### src/rtl/intreq_pkg.sv
package intreq_pkg;
  localparam int REG_W    = 16;
  localparam int N_IRL    = 4;
  localparam int LVL_W    = 4;
  localparam int LVL_TOP  = 13;
  localparam int LVL_STEP = 3;

  // control register bit positions
  localparam int B_NMI_LVL = 15;
  localparam int B_MASK    = 14;
  localparam int B_NONBLK  = 9;
  localparam int B_RISE    = 8;
  localparam int B_INDEP   = 7;

  typedef struct packed {
    logic mask;
    logic nonblk;
    logic rise;
    logic indep;
  } cfg_t;

  // fixed level of independent request pin i
  function automatic logic [LVL_W-1:0] pin_level(input int i);
    return LVL_W'(LVL_TOP - LVL_STEP * i);
  endfunction

  // encoded mode: active-low pins form one binary level
  function automatic logic [LVL_W-1:0] lvl_encoded(input logic [N_IRL-1:0] pins_n);
    return LVL_W'(~pins_n);
  endfunction

  // independent mode: largest level among the low pins
  function automatic logic [LVL_W-1:0] lvl_indep(input logic [N_IRL-1:0] pins_n);
    logic [LVL_W-1:0] best;
    best = '0;
    for (int i = 0; i < N_IRL; i++) begin
      if (!pins_n[i] && pin_level(i) > best) best = pin_level(i);
    end
    return best;
  endfunction

  function automatic logic [REG_W-1:0] pack_read(input logic nmi_lvl, input cfg_t c);
    logic [REG_W-1:0] r;
    r = '0;
    r[B_NMI_LVL] = nmi_lvl;
    r[B_MASK]    = c.mask;
    r[B_NONBLK]  = c.nonblk;
    r[B_RISE]    = c.rise;
    r[B_INDEP]   = c.indep;
    return r;
  endfunction
endpackage

### src/rtl/intreq_sync.sv
module intreq_sync #(
  parameter int             W       = 1,
  parameter int             STAGES  = 2,
  parameter logic [W-1:0]   RST_VAL = '0
) (
  input  logic         clk,
  input  logic         rst_n,
  input  logic [W-1:0] d,
  output logic [W-1:0] q
);
  logic [W-1:0] st [STAGES];

  always_ff @(posedge clk or negedge rst_n) begin
    if (!rst_n) begin
      for (int k = 0; k < STAGES; k++) st[k] <= RST_VAL;
    end else begin
      st[0] <= d;
      for (int k = 1; k < STAGES; k++) st[k] <= st[k-1];
    end
  end

  assign q = st[STAGES-1];
endmodule

### src/rtl/intreq_nmi_det.sv
module intreq_nmi_det (
  input  logic clk,
  input  logic rst_n,
  input  logic lvl,
  input  logic rise_sel,
  input  logic nonblk,
  input  logic mask,
  input  logic block,
  input  logic ack,
  output logic edge_evt,
  output logic pend,
  output logic req
);
  logic lvl_d;
  logic pend_q;
  logic accept;

  always_ff @(posedge clk or negedge rst_n) begin
    if (!rst_n) lvl_d <= 1'b1;
    else        lvl_d <= lvl;
  end

  assign edge_evt = rise_sel ? (lvl & ~lvl_d) : (~lvl & lvl_d);
  assign req      = pend_q & ~mask & (~block | nonblk);
  assign accept   = ack & req;

  always_ff @(posedge clk or negedge rst_n) begin
    if (!rst_n)        pend_q <= 1'b0;
    else if (edge_evt) pend_q <= 1'b1;
    else if (accept)   pend_q <= 1'b0;
  end

  assign pend = pend_q;
endmodule

### src/rtl/intreq_irl_dec.sv
module intreq_irl_dec
  import intreq_pkg::*;
(
  input  logic [N_IRL-1:0] pins_n,
  input  logic             indep,
  output logic [LVL_W-1:0] level
);
  always_comb begin
    if (indep) level = lvl_indep(pins_n);
    else       level = lvl_encoded(pins_n);
  end
endmodule

### src/rtl/intreq_front.sv
module intreq_front
  import intreq_pkg::*;
#(
  parameter int SYNC_STAGES = 2
) (
  input  logic        clk,
  input  logic        rst_n,
  input  logic        cfg_we,
  input  logic [15:0] cfg_wdata,
  output logic [15:0] cfg_rdata,
  input  logic        nmi_in,
  input  logic [3:0]  irl_n,
  input  logic        cpu_block,
  input  logic        nmi_ack,
  output logic        nmi_req,
  output logic [3:0]  irl_level
);
  cfg_t             cfg_q;
  logic             nmi_sync;
  logic [N_IRL-1:0] irl_sync;
  logic             edge_evt;
  logic             pend_q;

  always_ff @(posedge clk or negedge rst_n) begin
    if (!rst_n) begin
      cfg_q <= '0;
    end else if (cfg_we) begin
      cfg_q.mask   <= cfg_wdata[B_MASK];
      cfg_q.nonblk <= cfg_wdata[B_NONBLK];
      cfg_q.rise   <= cfg_wdata[B_RISE];
      cfg_q.indep  <= cfg_wdata[B_INDEP];
    end
  end

  intreq_sync #(.W(1), .STAGES(SYNC_STAGES), .RST_VAL(1'b1)) u_nmi_sync (
    .clk(clk), .rst_n(rst_n), .d(nmi_in), .q(nmi_sync)
  );

  intreq_sync #(.W(N_IRL), .STAGES(SYNC_STAGES), .RST_VAL({N_IRL{1'b1}})) u_irl_sync (
    .clk(clk), .rst_n(rst_n), .d(irl_n), .q(irl_sync)
  );

  intreq_nmi_det u_nmi_det (
    .clk(clk), .rst_n(rst_n), .lvl(nmi_sync), .rise_sel(cfg_q.rise),
    .nonblk(cfg_q.nonblk), .mask(cfg_q.mask), .block(cpu_block),
    .ack(nmi_ack), .edge_evt(edge_evt), .pend(pend_q), .req(nmi_req)
  );

  intreq_irl_dec u_irl_dec (
    .pins_n(irl_sync), .indep(cfg_q.indep), .level(irl_level)
  );

  assign cfg_rdata = pack_read(nmi_sync, cfg_q);
endmodule

### config.mk
export PLATFORM = sky130hd
export DESIGN_NAME = intreq_front
export DESIGN_NICKNAME = d
export VERILOG_FILES = /design/src/rtl/intreq_pkg.sv /design/src/rtl/intreq_sync.sv /design/src/rtl/intreq_nmi_det.sv /design/src/rtl/intreq_irl_dec.sv /design/src/rtl/intreq_front.sv
export SDC_FILE = /design/constraint.sdc
export NUM_CORES = 1
export LEC_CHECK = 0
export BUFFER_PORTS_ARGS = -buffer_cell sky130_fd_sc_hd__buf_2
export CAP_MARGIN = 30
export CORE_MARGIN = 5
export CORE_UTILIZATION = 35
export DETAILED_ROUTE_END_ITERATION = 16
export HOLD_SLACK_MARGIN = 0.12
export PLACE_DENSITY = 0.72
export RECOVER_POWER = 100
export SYNTH_ARGS = -nofsm -noshare
export SYNTH_HDL_FRONTEND = slang
export SYNTH_SLANG_ARGS = --single-unit
### constraint.sdc
create_clock -name clk -period 0.8 [get_ports clk]
set_input_delay 0.12 -clock clk [delete_from_list [all_inputs] [get_ports clk]]
set_output_delay 0.12 -clock clk [all_outputs]
set_load 0.05 [all_outputs]
==> Word level (Yosys, flattened, before mapping) <==
Index checks and enable logic that the tools add are counted.
{ "word_totals": {"register_bits": 16, "in_bits": 26, "output_inout_bits": 21, "wordCells": 42} }
{ "op_classes": {"magnitude_cmp": 3, "n_mux": 11, "bitwise_logic": 11, "n_reduce_logical": 7} }
{ "op_table": {"columns": ["cell", "n"], "rows": [
  ["4-bit 2-to-1 mux", 8],
  ["3-bit by 4-bit > comparator with 1-bit output, first input constant", 2],
  ["1-bit bitwise AND", 5],
  ["4-bit > comparator, first input constant", 1],
  ["1-bit inverter", 4],
  ["4-bit inverter", 1],
  ["1-bit logical AND", 3],
  ["1-bit zero test", 3],
  ["1-bit 2-to-1 mux", 3],
  ["2-bit nonzero test", 1],
  ["1-bit bitwise OR", 1]
]} }

==> Logic depth before layout (Yosys ltp) <==
{ "depth": {"ltp_word": 14, "ltp_mapped": 3, "depth_no_buf": 3} }

==> Hierarchy <==
A second synthesis with hierarchy kept.
{ "hier_totals": {"hier_cells": 54, "hier_area_um2": 695.7} }
{ "modules_own_cells": {"columns": ["mod", "instances", "cells_each", "area_each_um2", "seq_area_each_um2"], "rows": [
  ["intreq_sync at u_irl_sync", 1, 12, 240.2, 210.2],
  ["intreq_front", 1, 21, 239.0, 100.1],
  ["intreq_nmi_det", 1, 10, 105.1, 51.3],
  ["intreq_irl_dec", 1, 9, 58.8, 0.0],
  ["intreq_sync at u_nmi_sync", 1, 2, 52.6, 52.6]
]} }

==> Worst setup path before layout <==
No wires, ideal clock.
{ "synth_path": {"kind": "reg-to-output", "startpoint": "register u_irl_sync.st, in the netlist u_irl_sync.q[1]", "endpoint": "output irl_level[0]", "arrival_ns": 1.651, "required_ns": 0.680, "setup_slack_ns": -0.971, "path_stages_with_launch": 3, "path_buffers": 0, "path_cell_list": "dfstp_2 > inv_1 > o21ai_0"} }
{ "synth_between": {"elab_chain_len": 12} }
{ "synth_lines": {"columns": ["item", "line_no", "text"], "rows": [
  ["start, declared", "intreq_sync.sv:11", "logic [W-1:0] st [STAGES];"],
  ["1-bit zero test (*)", "intreq_pkg.sv:37", "if (!pins_n[i] && pin_level(i) > best) best = pin_level(i);"],
  ["1-bit logical AND (*)", "intreq_pkg.sv:37", null],
  ["4-bit 2-to-1 mux (*)", "intreq_pkg.sv:37", null],
  ["4-bit 2-to-1 mux (*)", "intreq_irl_dec.sv:9", "if (indep) level = lvl_indep(pins_n);"],
  ["3-bit by 4-bit > comparator with 1-bit output", "intreq_pkg.sv:37", null],
  ["1-bit logical AND", "intreq_pkg.sv:37", null],
  ["4-bit 2-to-1 mux (*)", "intreq_pkg.sv:37", null],
  ["4-bit 2-to-1 mux (*)", "intreq_irl_dec.sv:9", null],
  ["3-bit by 4-bit > comparator with 1-bit output", "intreq_pkg.sv:37", null],
  ["1-bit logical AND", "intreq_pkg.sv:37", null],
  ["4-bit 2-to-1 mux (*)", "intreq_pkg.sv:37", null],
  ["4-bit 2-to-1 mux (*)", "intreq_irl_dec.sv:9", null],
  ["end, declared", "intreq_front.sv:16", "output logic [3:0] irl_level"]
]} }
Mark *: on every way between the ends. The rest lies on a longest branch, timed or not. The select of a mux whose other input is x is not followed.

==> Worst setup path after layout <==
{ "layout_path": {"startpoint": "register u_irl_sync.st, in the netlist u_irl_sync.q[1]", "endpoint": "output irl_level[2]"} }
The elaborated chain is that of the path after synthesis.

==> results.ini <==
[clocking]
clockBufferDepth=2
cts_buffers=3
cts_hold_repair.buffers=7
clk_pin_slew_worst_paths_ns=0.09
tritoncts=yes
cts.sinks=16
clk_latency_ns=0.28
clock-root-buffer=clkbuf_4
htree_levels=1

[logic_synthesis]
ys_seq_area_frac=0.610
avgSynthCellArea_um2=12.1
synth_area_leaders=dfstp_2 43%, dfrtp_1 18%, buf_4 18%, mux2_1 5.0%, o21ai_0 2.2%
ys_types=18
yosysWarnings=0
synth_top_area_cell=dfstp_2
ys_seq_elements=16
syn-instance-count=56
syn_area_um2=679
synth_top_area_frac=0.425

[timing]
period_needed_ns=1.34
slew_violations=0
timing.fmax_mhz=746
finalClockSkew_ns=0.00955
final.setup.worst_slack_ns=-0.541
rsz0062_at_grt=true
finalSetupTns_ns=-4.52
finalSetupViolCount=15
fin_crit_sh=1.68
final-hold-violation-count=0

[place]
gp_congestion=0.631
dpl_cell_area_um2=820
dpl.hpwl_um=972
io_buffers=23

[routing]
vias_per_cell=3.93
firstDrtPassIters=2
drc=0
drt-total-wl_um=1370
num_vias=484
antenna_left=0
wl_per_cell_um=11.1
drt_iter0_drc=1

[setup_path]
setup.worst_path.start=u_irl_sync.q[1]$_DFF_PN1_
crit_required_ns=0.68
reg2reg_slack_ns=-0.19
arrival_ns=1.22
critPathLaunchType=flop
timing.rr.start=cfg_rdata[9]$_DFFE_PN0P_
worst_setup_path_end_kind=output port
crit_type=reg -> out
path_max_fanout=4

[die]
chipWidth_um=54.1
rows=16
start_util=0.357
dieHeight_um=54.1
ios=47
coreArea_mm2=0.00190
die_area_mm2=0.00292

[layout]
multi_input_area_um2=253
layout_commonest_cell=buf_6
seq_area_um2=417
area_delta_synth_final_pct=64.1
n_fill_cell=160
drive_gt1_frac=0.667
fin_nets=123
final_area_mm2=0.00111
final_cell_mix=14 x buf_6, 12 x buf_2, 11 x conb_1
antenna_cells=0

[global_route]
grt_pass1_wl_um=2100
grt_pass1_vias=482
grt_max_degree=17
grtUsageTotal=0.100
gr-total-overflow=0
antenna_found_initial=0

[pwr]
vdd_drop_max_mv=1.20
p_per_area_mw_per_mm2=1880
p_leak_nw=0.520
fin_total_pwr_mw=2.09

[hold_path]
hold_class=in -> reg
hp-start=cfg_wdata[14]

[flow_run]
drv_cap=0

[run_status]
violations=setup timing
status=finished, violations left

[per-layer routing]
metal  global-route usage  share of wire  up-vias
met5                    0              0        -
met4               0.0249              0        0
met3               0.0332          0.098        0
met2                0.171           0.50       27
met1                0.121           0.40      223
li1                     -              -      234
[per-stage QoR]
| step | worst slack, ns | hold slack [ns] | utilization | cells |
|---|---|---|---|---|
| after floorplan | -0.415 | -0.176 | - | 66 |
| after global placement | -0.320 | 0.0319 | 0.431 | 105 |
| after detailed placement | -0.350 | 0.0430 | 0.431 | 105 |
| after CTS | -0.552 | 0.0633 | 0.560 | 120 |
| after global routing | -0.597 | 0.0617 | 0.586 | 123 |
| final | -0.541 | 0.0692 | 0.586 | 123 |
[cell families after synthesis]
group	after synthesis	synth area share
buf+inv	18	0.188
mux	3	0.0497
other cells	1	0.00552
compound gates	8	0.0718
flops	16	0.610
simple gates	10	0.0755
[flip-flops by register name, summed over array words and instances (netlist names)]
register         cells
cfg_rdata            4
u_irl_sync.q         4
u_irl_sync.st        4
u_nmi_det.lvl_d      1
u_nmi_det.pend       1
u_nmi_sync.q         1
u_nmi_sync.st        1
[area by class of cell]
type                       instances  area share
timing repair buffer              42       0.337
inverter                           2     0.00898
clock buffer                       4      0.0236
multi-input combinational         32       0.227
sequential                        16       0.374
tap                               27      0.0303
[cell usage after synthesis]
cell / instances
nor2_1: 1
buf_4: 16
o21ai_0: 3
mux2_1: 3
nand2b_1: 2
o211ai_1: 1
dfstp_2: 11
inv_1: 2
nor3b_1: 1
and3_1: 1
conb_1: 1
a21oi_1: 1
nand2_1: 4
a2bb2oi_1: 1
o21ai_1: 1
a22oi_1: 1
dfrtp_1: 5
nor2b_1: 1
[power breakdown]
group	internal, mW	leakage (nW)	switching [mW]	total (mW)
logic	0.310	0.334	0.429	0.739
clock network	0.193	0.0150	0.224	0.417
registers	0.890	0.171	0.0452	0.936
[critical path: stages, from the launching register on]
cell     delay [ns]
dfstp_2        0.57
o21ai_2        0.06
a22oi_2        0.14
buf_6          0.18
[timing repair]
item / in CTS / in global routing
gates cloned: 0 / 0
resized for setup: 35 / 8
setup buffers: 4 / 4
endpoints found under the setup margin: 15 / 15
hold endpoints to repair: 25 / 3
pin swaps: 4 / 2
[worst paths after layout]
check | endpoint | cells after the start
max in group asynchronous | u_irl_sync.q[3]$_DFF_PN1_ | 2
min in group asynchronous | cfg_rdata[8]$_DFFE_PN0P_ | 2
worst max-delay path | irl_level[2] | 3
worst min register to register | u_irl_sync.q[1]$_DFF_PN1_ | 0
worst min-delay path | cfg_rdata[14]$_DFFE_PN0P_ | 2
worst max register to register | cfg_rdata[9]$_DFFE_PN0P_ | 3
No activity file was read; power rests on OpenSTA's default activity.
